## src/rtl/kbd_pkg.sv

```systemverilog
package kbd_pkg;
  localparam int CODE_ROW_W = 3;
  localparam int CODE_COL_W = 3;

  typedef struct packed {
    logic                  ctrl;
    logic                  shift;
    logic [CODE_ROW_W-1:0] row;
    logic [CODE_COL_W-1:0] col;
  } key_code_t;

  localparam int CODE_W = $bits(key_code_t);
endpackage

```

## src/rtl/kbd_prescaler.sv

```systemverilog
module kbd_prescaler #(
  parameter int DIV_W = 8
) (
  input  logic             clk,
  input  logic             rst_n,
  input  logic [DIV_W-1:0] div_i,
  output logic             tick_o
);
  logic [DIV_W-1:0] cnt_q;

  assign tick_o = (cnt_q >= div_i);

  always_ff @(posedge clk or negedge rst_n) begin
    if (!rst_n)      cnt_q <= '0;
    else if (tick_o) cnt_q <= '0;
    else             cnt_q <= cnt_q + 1'b1;
  end
endmodule

```

## src/rtl/kbd_scan_ctr.sv

```systemverilog
module kbd_scan_ctr #(
  parameter int ROWS = 16,
  parameter int COLS = 8,
  localparam int ROW_W = $clog2(ROWS),
  localparam int COL_W = $clog2(COLS)
) (
  input  logic             clk,
  input  logic             rst_n,
  input  logic             tick_i,
  output logic [ROW_W-1:0] row_o,
  output logic [COL_W-1:0] col_o
);
  localparam logic [ROW_W-1:0] ROW_LAST = ROW_W'(ROWS - 1);
  localparam logic [COL_W-1:0] COL_LAST = COL_W'(COLS - 1);

  always_ff @(posedge clk or negedge rst_n) begin
    if (!rst_n) begin
      row_o <= '0;
      col_o <= '0;
    end else if (tick_i) begin
      if (col_o == COL_LAST) begin
        col_o <= '0;
        row_o <= (row_o == ROW_LAST) ? '0 : row_o + 1'b1;
      end else begin
        col_o <= col_o + 1'b1;
      end
    end
  end


  row_hold_chk: assert property (@(posedge clk) disable iff (!rst_n)
    !tick_i |=> $stable(row_o));


  col_step_chk: assert property (@(posedge clk) disable iff (!rst_n)
    tick_i |=> col_o != $past(col_o));
endmodule

```

## src/rtl/kbd_debounce.sv

```systemverilog
module kbd_debounce #(
  parameter int ROWS = 16,
  parameter int COLS = 8,
  localparam int ROW_W  = $clog2(ROWS),
  localparam int COL_W  = $clog2(COLS),
  localparam int KEYS   = ROWS * COLS,
  localparam int IDX_W  = $clog2(KEYS),
  localparam int HELD_W = $clog2(KEYS + 1)
) (
  input  logic             clk,
  input  logic             rst_n,
  input  logic             tick_i,
  input  logic [ROW_W-1:0] row_i,
  input  logic [COL_W-1:0] col_i,
  input  logic             hit_i,
  input  logic             lockout_i,
  output logic             accept_o
);
  logic [KEYS-1:0]   seen_q;
  logic [KEYS-1:0]   rep_q;
  logic [HELD_W-1:0] held_q;
  logic [IDX_W-1:0]  idx;
  logic              cand;
  logic              release_ev;

  assign idx        = IDX_W'(row_i) * IDX_W'(COLS) + IDX_W'(col_i);
  assign cand       = tick_i && hit_i && seen_q[idx] && !rep_q[idx];
  assign accept_o   = cand && (!lockout_i || held_q == '0);
  assign release_ev = tick_i && !hit_i && rep_q[idx];

  always_ff @(posedge clk or negedge rst_n) begin
    if (!rst_n) begin
      seen_q <= '0;
      rep_q  <= '0;
      held_q <= '0;
    end else begin
      if (tick_i) seen_q[idx] <= hit_i;
      if (accept_o) begin
        rep_q[idx] <= 1'b1;
        held_q     <= held_q + 1'b1;
      end else if (release_ev) begin
        rep_q[idx] <= 1'b0;
        held_q     <= held_q - 1'b1;
      end
    end
  end


  held_inc_chk: assert property (@(posedge clk) disable iff (!rst_n)
    accept_o |=> held_q == $past(held_q) + 1'b1);


  held_range_chk: assert property (@(posedge clk) disable iff (!rst_n)
    held_q <= HELD_W'(KEYS));
endmodule

```

## src/rtl/kbd_fifo.sv

```systemverilog
module kbd_fifo #(
  parameter int DEPTH = 8,
  parameter int WIDTH = 8,
  localparam int PTR_W = $clog2(DEPTH),
  localparam int CNT_W = $clog2(DEPTH + 1)
) (
  input  logic             clk,
  input  logic             rst_n,
  input  logic             push_i,
  input  logic [WIDTH-1:0] din_i,
  output logic             valid_o,
  input  logic             ready_i,
  output logic [WIDTH-1:0] dout_o,
  output logic [CNT_W-1:0] level_o,
  input  logic             ovr_clr_i,
  output logic             ovr_o
);
  localparam logic [PTR_W-1:0] PTR_LAST = PTR_W'(DEPTH - 1);

  logic [WIDTH-1:0] mem_q [DEPTH];
  logic [PTR_W-1:0] wr_q, rd_q;
  logic [CNT_W-1:0] cnt_q;
  logic             full, do_push, do_pop;

  assign full    = (cnt_q == CNT_W'(DEPTH));
  assign do_push = push_i && !full;
  assign valid_o = (cnt_q != '0);
  assign do_pop  = valid_o && ready_i;
  assign dout_o  = mem_q[rd_q];
  assign level_o = cnt_q;

  always_ff @(posedge clk) begin
    if (do_push) mem_q[wr_q] <= din_i;
  end

  always_ff @(posedge clk or negedge rst_n) begin
    if (!rst_n) begin
      wr_q  <= '0;
      rd_q  <= '0;
      cnt_q <= '0;
      ovr_o <= 1'b0;
    end else begin
      if (do_push) wr_q <= (wr_q == PTR_LAST) ? '0 : wr_q + 1'b1;
      if (do_pop)  rd_q <= (rd_q == PTR_LAST) ? '0 : rd_q + 1'b1;
      if (do_push && !do_pop)      cnt_q <= cnt_q + 1'b1;
      else if (!do_push && do_pop) cnt_q <= cnt_q - 1'b1;
      if (push_i && full)  ovr_o <= 1'b1;
      else if (ovr_clr_i)  ovr_o <= 1'b0;
    end
  end


  no_overflow_chk: assert property (@(posedge clk) disable iff (!rst_n)
    cnt_q <= CNT_W'(DEPTH));


  overrun_set_chk: assert property (@(posedge clk) disable iff (!rst_n)
    (push_i && full) |=> ovr_o);
endmodule

```

## src/rtl/kbd_scan_fifo.sv

```systemverilog
module kbd_scan_fifo #(
  parameter int ROWS  = 16,
  parameter int COLS  = 8,
  parameter int DEPTH = 8,
  parameter int DIV_W = 8,
  localparam int ROW_W = $clog2(ROWS),
  localparam int COL_W = $clog2(COLS),
  localparam int CNT_W = $clog2(DEPTH + 1)
) (
  input  logic                      clk,
  input  logic                      rst_n,
  input  logic [COLS-1:0]           ret_lines,
  input  logic                      shift_key,
  input  logic                      ctrl_key,
  input  logic                      cfg_nkro,
  input  logic [DIV_W-1:0]          cfg_div,
  output logic [ROW_W-1:0]          scan_row,
  output logic                      irq,
  output logic                      key_valid,
  input  logic                      key_ready,
  output logic [kbd_pkg::CODE_W-1:0] key_data,
  output logic [CNT_W-1:0]          fifo_level,
  input  logic                      stat_rd,
  output logic                      overrun
);
  import kbd_pkg::*;

  logic             tick;
  logic [COL_W-1:0] scan_col;
  logic             key_accept;
  key_code_t        code;

  kbd_prescaler #(.DIV_W(DIV_W)) u_presc (
    .clk(clk), .rst_n(rst_n), .div_i(cfg_div), .tick_o(tick)
  );

  kbd_scan_ctr #(.ROWS(ROWS), .COLS(COLS)) u_scan (
    .clk(clk), .rst_n(rst_n), .tick_i(tick), .row_o(scan_row), .col_o(scan_col)
  );

  kbd_debounce #(.ROWS(ROWS), .COLS(COLS)) u_deb (
    .clk(clk), .rst_n(rst_n), .tick_i(tick), .row_i(scan_row), .col_i(scan_col),
    .hit_i(ret_lines[scan_col]), .lockout_i(!cfg_nkro), .accept_o(key_accept)
  );

  always_comb begin
    code.ctrl  = ctrl_key;
    code.shift = shift_key;
    code.row   = CODE_ROW_W'(scan_row);
    code.col   = CODE_COL_W'(scan_col);
  end

  kbd_fifo #(.DEPTH(DEPTH), .WIDTH(CODE_W)) u_fifo (
    .clk(clk), .rst_n(rst_n), .push_i(key_accept), .din_i(code),
    .valid_o(key_valid), .ready_i(key_ready), .dout_o(key_data),
    .level_o(fifo_level), .ovr_clr_i(stat_rd), .ovr_o(overrun)
  );

  assign irq = key_valid;


  irq_drop_chk: assert property (@(posedge clk) disable iff (!rst_n)
    (key_valid && key_ready && fifo_level == CNT_W'(1) && !key_accept) |=> !irq);


  irq_rise_chk: assert property (@(posedge clk) disable iff (!rst_n)
    $rose(irq) |-> $past(key_accept));
endmodule

```

## config.mk

```make
export PLATFORM = sky130hd
export DESIGN_NAME = kbd_scan_fifo
export DESIGN_NICKNAME = d
export VERILOG_FILES = /design/src/rtl/kbd_pkg.sv /design/src/rtl/kbd_prescaler.sv /design/src/rtl/kbd_scan_ctr.sv /design/src/rtl/kbd_debounce.sv /design/src/rtl/kbd_fifo.sv /design/src/rtl/kbd_scan_fifo.sv
export SDC_FILE = /design/constraint.sdc
export NUM_CORES = 1
export LEC_CHECK = 0
export ABC_AREA = 1
export BUFFER_PORTS_ARGS = -buffer_cell sky130_fd_sc_hd__buf_2
export CAP_MARGIN = 20
export CORE_UTILIZATION = 55
export CTS_BUF_LIST = sky130_fd_sc_hd__clkbuf_4 sky130_fd_sc_hd__clkbuf_8
export DETAILED_ROUTE_END_ITERATION = 8
export PLACE_DENSITY = 0.78
export SLEW_MARGIN = 40
export SYNTH_ARGS = -nofsm -noshare
export SYNTH_HDL_FRONTEND = slang
export SYNTH_HIERARCHICAL = 1
export SYNTH_SLANG_ARGS = --single-unit
```

## constraint.sdc

```tcl
create_clock -name clk -period 4.9 [get_ports clk]
set_input_delay 0.49 -clock clk [delete_from_list [all_inputs] [get_ports clk]]
set_output_delay 0.49 -clock clk [all_outputs]
set_load 0.01 [all_outputs]
```

==> out/results.txt <==
Clk Latency, worst-skew pair - 0.66 ns
Mapped Area - 19200 um2
status - finished, final reports clean
GRT Overall Usage - 0.292
WP buf/inv - 1
Cell variety after synth - 45
Fmax achieved - 225 MHz
unrepaired setup endpoints after global routing - false
min cycle time layout - 4.45 ns
full die area - 35700 um2
Chip Width - 189 um
Worst Path Class, Setup - flop to flop
Slowest-stage cell, CP - nor2_4
Post-synth top flop - dfrtp_1
Starting Density - 0.558
nets@finish - 2669
Pleak - 9.41 nW
final setup TNS - 0 ns
HP Class - input port to flop
final setup violation count - 0
register area share after synthesis - 0.478
global-route wire length before repair - 83700 um
pin count of the biggest net entering global routing - 137
Most common cell on crit path - nand2_1
Worst slew margin - 0.387
Final period util - 0.908
Slew @ Worst Pin - 0.917 ns
FFs w/ async S/R, synth - 0.819
Critical Path RT - 5.45 ns
cells along the critical path - inv_1 -> nor2_4 -> nand3_1 -> nand2_1 -> nor2_1 -> nor2_1 -> nor2_1 -> nand2_1 -> nand2_1 -> nand4_1 -> nand3_4 -> ha_1 -> nand3_1 -> nand2_1 -> a21oi_1 -> o21bai_1 -> a21oi_1 -> o21bai_1 -> nand3b_1 -> nand2_1 -> nand2_1 -> nand2_1
Syn Nets - 2663
CTS root buf - clkbuf_8
vias - 17000
post-cts sizing count - 0
Critical Path End Type - flop
#FFs+latches synth - 354
Top Ports - 42
PwrDens - 498 nW/um2
DRC Markers - 0
clock skew - 0.0367 ns
Final Hold Viols - 0
area delta synth->final - 8.18%
Initial DRC Count - 1599
Pre-Repair DR Iteration Count - 5
synth warn - 6
Post-CTS Setup Inserts - 0
DP HPWL - 30200 um
Startpoint Class - flop
ratio of cells with drive above 1 in the final layout - 0.0886
peak supply drop - 1.02 mV
cts bufs inserted - 59
Vias/cell - 5.46
# Max-Cap Violations - 0
Slew Limit Fails - 0
CP Max Fanout - 26
number of synthesized flops with an enable pin - 64
Site Rows - 68
WL per Instance - 16.3 um
number of port buffers - 41
Data arrival, critical path - 5.00 ns
Detail Route Antenna Nets - 0
crit-path max cell delay - 0.72 ns
Hold Buf Count CTS - 2
diode count - 0
CP top delay family - simple AND/OR/NAND/NOR gates
initial antenna violation count - 0
final core utilization - 0.603
Avg Cell Area, Syn - 7.36 um2
Final GP Congestion - 0.865
core area - 34500 um2
Clock Pin Slew Worst Setup and Hold Paths - 0.07 ns
clk buf depth - 3
H-tree Lvls - 2
CTS sink count - 354
CTS tree - yes
total wire length - 50800 um
total gr overflow - 0
vias in the first global route - 16600
die height - 189 um
Syn Inst Count - 2612
[power breakdown]
part	switching (mW)	internal, mW	total (mW)
clock	1.24	1.45	2.69
sequential	0.277	3.22	3.49
combinational	3.10	1.06	4.16
[worst reg2reg max path: cells and delay by family, from the launching register on]
| family | cells | cell delay [ns] |
|---|---|---|
| adder cells (fa/ha/maj) | 1 | 0.53 |
| flip-flops | 1 | 0.57 |
| AO/OA/AOI/OAI | 4 | 0.56 |
| AND/OR/NAND/NOR | 16 | 2.53 |
| buffers and inverters | 1 | 0.15 |
[per-layer routing]
layer  GRT usage  routed length (um)
met4       0.115                1710
met3      0.0462                4400
met5           0                   0
met1       0.386               20800
met2       0.482               23800
[through the flow]
step | total power [mW] | hold slack, ns | instance area (um2) | worst slack [ns] | cells
global route | 10.9 | 0.0934 | 20800 | 0.172 | 3119
detailed placement | 7.59 | 0.456 | 19500 | 0.574 | 3010
finish | 10.3 | 0.113 | 20800 | 0.453 | 3119
global placement | 7.52 | 0.462 | 19500 | 0.740 | 3009
CTS | 10.3 | 0.0684 | 20800 | 0.554 | 3119
floorplan | 6.37 | 0.194 | 19200 | 1.31 | 2612
[logic make-up (layout without fill, tap and decap cells)]
kind of cell,Yosys count,in the layout,synth area share
adders and majority gates,28,28,0.0190
muxes,1,1,0.000586
xor gates and xnor gates,12,12,0.00547
DFF,354,354,0.478
buffers and inverters,471,523,0.108
AOI/OAI and AO/OA,419,419,0.111
and+or+nand+nor,1327,1327,0.279
[layout make-up]
cell class / instances / area, um2
repair buffers: 70 / 515
flip-flops and latches: 354 / 9180
well taps: 455 / 569
multi-input cells: 1787 / 7990
clock buffers: 89 / 1110
inverters: 346 / 1320
fillers: 3109 / 13700
clock inverters: 18 / 110
[synth_stat cells, types with 2 or more instances]
library cell / count / area share
xor2_1: 8 / 0.0036
nand2_4: 2 / 0.0012
nand3_2: 6 / 0.0031
nand3b_1: 2 / 0.00078
dfrtp_1: 290 / 0.38
o21bai_1: 2 / 0.00078
buf_2: 25 / 0.0065
buf_1: 2 / 0.00039
fa_1: 2 / 0.0021
clkbuf_1: 57 / 0.011
ha_1: 26 / 0.017
nand2_1: 846 / 0.17
inv_2: 8 / 0.0016
buf_6: 23 / 0.013
a21oi_1: 21 / 0.0055
nand4_1: 7 / 0.0023
a31oi_1: 13 / 0.0042
nand2_2: 12 / 0.0039
o21ai_0: 206 / 0.054
clkbuf_2: 2 / 0.00052
clkinv_1: 2 / 0.00039
nand3_1: 98 / 0.026
o21ai_1: 174 / 0.045
nor2_2: 3 / 0.00098
or2_2: 14 / 0.0046
edfxtp_1: 64 / 0.10
xnor2_1: 4 / 0.0018
nor3_1: 44 / 0.011
buf_4: 13 / 0.0051
nor2_1: 282 / 0.055
or2_1: 5 / 0.0016
nor2_4: 4 / 0.0023
inv_1: 333 / 0.065
[final timing paths]
| kind | start | endpoint | slack, ns | cells after the start |
|---|---|---|---|---|
| min reg2reg | u_deb/seen_q[42] | u_deb/seen_q[42] | 0.48 | 2 |
| min | shift_key | u_fifo/mem_q[4][6] | 0.11 | 1 |
| max | u_scan/col_o[1] | u_deb/held_q[7] | 0.45 | 22 |
| min in group asynchronous | rst_n | u_deb/seen_q[94] | 0.37 | 2 |
| max in group asynchronous | rst_n | async pin | 3.21 | 4 |
| max reg2reg | u_scan/col_o[1] | u_deb/held_q[7] | 0.45 | 22 |
[layout by cell type (no fill, tap or decap), types with 19 or more instances in the layout]
master,n
o21ai_0,206
nor3_1,44
dfrtp_1,289
a21oi_1,21
ha_1,26
buf_2,40
clkbuf_8,70
edfxtp_1,64
nand2_1,845
buf_4,20
nand3_1,98
clkbuf_4,19
nor2_1,280
o21ai_1,174
inv_1,324
Note: power is estimated with default switching activity, not from simulation.
